### src/rtl/bus_sleep_arb_pkg.sv
package bus_sleep_arb_pkg;

  // ownership phase of the bus
  typedef enum logic [1:0] {
    OWN_NONE  = 2'd0,  // no owner
    OWN_XFER  = 2'd1,  // owner, transfer running
    OWN_DRAIN = 2'd2   // owner, transfer done, waiting for lock release
  } own_phase_e;

endpackage

### src/rtl/arb_prio_pick.sv
module arb_prio_pick #(
  parameter int unsigned N_MST = 2
) (
  input  logic [N_MST-1:0] req_i,
  output logic [N_MST-1:0] pick_o
);

  logic [N_MST-1:0] above;

  assign above[0]  = 1'b0;
  assign pick_o[0] = req_i[0];

  for (genvar i = 1; i < N_MST; i++) begin : g_chain
    assign above[i]  = above[i-1] | req_i[i-1];
    assign pick_o[i] = req_i[i] & ~above[i];
  end

endmodule

### src/rtl/arb_hold_ctrl.sv
module arb_hold_ctrl
  import bus_sleep_arb_pkg::*;
(
  input  logic clk_i,
  input  logic rst_ni,
  input  logic lock_i,
  input  logic done_i,
  input  logic regrant_i,
  output logic free_o
);

  own_phase_e phase_q, phase_d;

  // bus is free with no owner, or owner unlocked and transfer finished
  assign free_o = (phase_q == OWN_NONE) ||
                  (!lock_i && (done_i || phase_q == OWN_DRAIN));

  always_comb begin
    phase_d = phase_q;
    if (free_o) begin
      phase_d = regrant_i ? OWN_XFER : OWN_NONE;
    end else if (phase_q == OWN_XFER && done_i) begin
      phase_d = OWN_DRAIN;
    end
  end

  always_ff @(posedge clk_i or negedge rst_ni) begin
    if (!rst_ni) phase_q <= OWN_NONE;
    else         phase_q <= phase_d;
  end

endmodule

### src/rtl/arb_sleep_wake.sv
module arb_sleep_wake #(
  parameter int unsigned N_MST = 2
) (
  input  logic             clk_i,
  input  logic             rst_ni,
  input  logic [N_MST-1:0] req_i,
  input  logic [N_MST-1:0] gnt_q_i,
  input  logic [N_MST-1:0] gnt_d_i,
  output logic [N_MST-1:0] sleep_o,
  output logic [N_MST-1:0] wake_o
);

  logic [N_MST-1:0] sleep_q, sleep_d;
  logic [N_MST-1:0] wake_q, wake_d;
  logic             owned_d;

  assign owned_d = |gnt_d_i;

  for (genvar i = 0; i < N_MST; i++) begin : g_mst
    assign sleep_d[i] = req_i[i] & owned_d & ~gnt_d_i[i];
    // wake only a sleeper that is handed the bus
    assign wake_d[i]  = sleep_q[i] & req_i[i] & gnt_d_i[i] & ~gnt_q_i[i];
  end

  always_ff @(posedge clk_i or negedge rst_ni) begin
    if (!rst_ni) begin
      sleep_q <= '0;
      wake_q  <= '0;
    end else begin
      sleep_q <= sleep_d;
      wake_q  <= wake_d;
    end
  end

  // withdrawal clears sleep without waiting for an edge
  assign sleep_o = sleep_q & req_i;
  assign wake_o  = wake_q;

endmodule

### src/rtl/bus_sleep_arbiter.sv
module bus_sleep_arbiter #(
  parameter int unsigned N_MST = 2
) (
  input  logic             clk_i,
  input  logic             rst_ni,
  input  logic [N_MST-1:0] req_i,
  input  logic             lock_i,
  input  logic             done_i,
  output logic [N_MST-1:0] gnt_o,
  output logic [N_MST-1:0] sleep_o,
  output logic [N_MST-1:0] wake_o
);

  logic [N_MST-1:0] gnt_q, gnt_d, pick;
  logic             free;

  arb_prio_pick #(.N_MST(N_MST)) u_pick (
    .req_i  (req_i),
    .pick_o (pick)
  );

  arb_hold_ctrl u_hold (
    .clk_i     (clk_i),
    .rst_ni    (rst_ni),
    .lock_i    (lock_i),
    .done_i    (done_i),
    .regrant_i (|pick),
    .free_o    (free)
  );

  assign gnt_d = free ? pick : gnt_q;

  always_ff @(posedge clk_i or negedge rst_ni) begin
    if (!rst_ni) gnt_q <= '0;
    else         gnt_q <= gnt_d;
  end

  arb_sleep_wake #(.N_MST(N_MST)) u_sw (
    .clk_i   (clk_i),
    .rst_ni  (rst_ni),
    .req_i   (req_i),
    .gnt_q_i (gnt_q),
    .gnt_d_i (gnt_d),
    .sleep_o (sleep_o),
    .wake_o  (wake_o)
  );

  assign gnt_o = gnt_q;

endmodule

### config.mk
export PLATFORM = sky130hd
export DESIGN_NAME = bus_sleep_arbiter
export DESIGN_NICKNAME = d
export VERILOG_FILES = /design/src/rtl/bus_sleep_arb_pkg.sv /design/src/rtl/arb_prio_pick.sv /design/src/rtl/arb_hold_ctrl.sv /design/src/rtl/arb_sleep_wake.sv /design/src/rtl/bus_sleep_arbiter.sv
export SDC_FILE = /design/constraint.sdc
export NUM_CORES = 1
export LEC_CHECK = 0
export BUFFER_PORTS_ARGS = -buffer_cell sky130_fd_sc_hd__buf_2
export CORE_AREA = 2 2 39 41
export DETAILED_ROUTE_END_ITERATION = 16
export DIE_AREA = 0 0 41 43
export GPL_ROUTABILITY_DRIVEN = 0
export PLACE_DENSITY_LB_ADDON = 0.25
export SLEW_MARGIN = 10
export SYNTH_ARGS = -nofsm -noshare
export SYNTH_HDL_FRONTEND = slang
export SYNTH_SLANG_ARGS = --single-unit
### constraint.sdc
create_clock -name clk_i -period 1.4 [get_ports clk_i]
set_input_delay 0.21 -clock clk_i [delete_from_list [all_inputs] [get_ports clk_i]]
set_output_delay 0.21 -clock clk_i [all_outputs]
set_load 0.005 [all_outputs]
==> run metrics <==
setup TNS=0 ns; Worst Path Max Fanout=6; WL/cell=12.03 um; Main synth FF type=dfrtp_1; Psw=0.0001603 W; period utilization=0.8365; synthesized flop and latch total=8; status=finished, final reports clean; Top Layer Used=met3; clock-pin transition on the worst setup and hold timing paths=0.06 ns; top cell type by total area after synthesis=dfrtp_1; top cells by area, synth=dfrtp_1 54%, mux2_4 8.1%, o21ai_4 4.4%; post-DP HPWL=531 um; Die Y=roughly 43 um; cell count after synthesis=29; Fin. Hold Viols=0; critical path class=register to register; ys async rst share=1.000; Root Driver=clkbuf_4; largest net degree at the start of global routing=9; share of cells above drive strength 1=0.4545; post-synthesis cell area=370.4 um^2; max frequency=853.9 MHz; port bufs=11; worst reg2reg setup slack=0.23 ns; worst hold margin=0.2093 ns; CP max-delay cell=dfrtp_1; clock tree buffer depth=2; Routed Antenna Nets=0; routed wl met3=59 um; vias in the first global route=290; Slew Limit Fails=0; Sw Share=0.2758; vias per std cell=4.583; Placed Cells=56; Worst slew margin=0.8340; DRC=0; Via Count=275; Worst VDD drop=approximately 0.00030 V; CTS HTree Levels=1; mean post-synth cell area=12.77 um^2; net count after synthesis=35; RSZ-0062 raised after global routing=false; Clock power frac=0.303; Core Region=about 1400 um^2; # nets final=52; clock skew=0.006337 ns; WL met2=344 um; clk sink count=8; hold_sp=req_i[0]; initial antenna violation count=0; Ys Warns=0; CP startpoint kind=register; Worst Tran Pin Value=0.2481 ns; top-area cell type share of the netlist area=0.5405; Hold Path Sink=u_sw.wake_o[1]; WL final=722 um; worst-skew pair later-pin latency=between 0.2 and 0.3 ns; Power Internal=~0.00042 W; Detailed Routing Iterations Pass 1=4; Non-Filler Instances=60; Period minus WS final=about 1.2 ns; met1 wire length=318 um; Ant. Diodes=0; Die X=41 um; RR Startpoint=u_hold.phase_q[0]; starting density of the core=0.2676; Sequential Power Share=0.498; synth cell count leaders=8 x dfrtp_1, 2 x and2_1, 2 x mux2_4, 2 x nand3b_1, 2 x o21ai_0; worst-case reg-to-reg path depth=3; Data required, critical path=1.53 ns; WHS Path Cells=2; crit path from=u_hold.phase_q[0]; RR Endpoint=gnt_o[0]; Logic pwr share=0.198; # rows=14; Post-synth EDFFs=0; CTS tree=done; critical path arrival=1.30 ns; LEAKAGE=0.2402 nW; most frequent cell after synthesis=dfrtp_1; CP peak stage delay=between 0.4 and 0.5 ns; GR Util All Layers=0.1031; Power per Cell Area=1216 nW/um^2; number of setup buffers added after CTS=0; Crit. End Element=register; post-synthesis sequential area ratio=0.5405; IO Count=12; synthesis-to-finish area growth=29.05%; fillcell total=154; full die area=1763 um^2; grt total ovfl=0; Synth cell types=18; crit path cell chain=inv_2, o21ai_4, mux2_4; DRT iter0 DRCs=1; CTS buffer count=3; Max-Cap Viols=0; Hold Crit Class=input port to register; Final Setup Violations=0; first-pass GRT wire length=1159 um
[cell type report]
class                           count  area, um^2  area share
Tap cell                           16       20.02     0.04188
Inverter                            2       7.507     0.01571
Multi-Input combinational cell     19       162.7      0.3403
Timing Repair Buffer               12       65.06      0.1361
Clock buffer                        3       22.52     0.04712
Sequential cell                     8       200.2      0.4188
[flip-flops by register name, summed over array words and instances (netlist names)]
name            flops
gnt_o               2
u_hold.phase_q      2
u_sw.sleep_q        2
u_sw.wake_o         2
[through the flow]
stage | area, um^2 | setup WS (ns) | utilization | power [W]
2_1_floorplan | 370.4 | 0.2969 | - | 0.0003596
4_1_cts | 478.0 | 0.2339 | 0.3454 | 0.0005906
5_1_grt | 478.0 | 0.1916 | 0.3454 | 0.0006224
3_3_place_gp | 445.4 | 0.2744 | 0.3219 | 0.0004014
3_5_place_dp | 445.4 | 0.2357 | 0.3219 | 0.0004081
6_report | 478.0 | 0.2288 | 0.3454 | 0.0005812
[critical path, delay by kind of cell (launching register included)]
family / cells / cell delay, ns
DFF: 1 / 0.42
muxes: 1 / 0.32
AOI/OAI and AO/OA: 1 / 0.23
buffers and inverters: 1 / 0.07
[cells by family after synthesis]
logic type | count (synthesis) | share of synthesized area
AOI/OAI and AO/OA | 7 | 0.1419
muxes | 3 | 0.1081
DFF | 8 | 0.5405
and+or+nand+nor | 9 | 0.1892
buffers and inverters | 2 | 0.02025
[placed cells by master, fill, tap and decap left out]
cell and count:
dlygate4sd3_1 1, nor3b_1 1, o21ai_2 1, and4b_1 1, nor4b_2 1, dfrtp_1 8, clkbuf_4 3, buf_2 11
o21ai_4 1, inv_2 1, mux2_4 2, mux2i_1 1, a21boi_0 1, and2_1 2, o21ai_1 1, nor2b_1 1
nand2_1 1, a21oi_1 1, o21ai_0 2, inv_1 1, nand3b_1 2
[worst max-delay path by stage]
stage | endpoint | slack, ns | cells past startpoint
after floorplan | gnt_o[0] | 0.30 | 3
after global placement | gnt_o[0] | 0.27 | 3
after detailed placement | gnt_o[0] | 0.24 | 3
after CTS | gnt_o[0] | 0.23 | 3
after global routing | gnt_o[1] | 0.19 | 3
final | gnt_o[0] | 0.23 | 3
[power groups by stage]
stage	sequential [W]	clock [W]	combinational [W]
after floorplan	0.000289	0	0.0000708
after global placement	0.000290	0	0.000111
after detailed placement	0.000294	0	0.000114
after CTS	0.000289	0.000184	0.000117
after global routing	0.000294	0.000202	0.000126
final	0.000290	0.000176	0.000115
[per-layer routing]
metal / up-vias / track usage
li1: 132 / -
met1: 131 / 0.1217
met2: 12 / 0.1375
met3: 0 / 0.03141
met4: 0 / 0.1000
met5: - / 0
[repair_timing]
item                      4_1_cts  5_1_grt
hold buffers                    1        0
resized for setup               0        0
hold endpoints to repair        8        0
No activity file was read; power rests on OpenSTA's default activity.
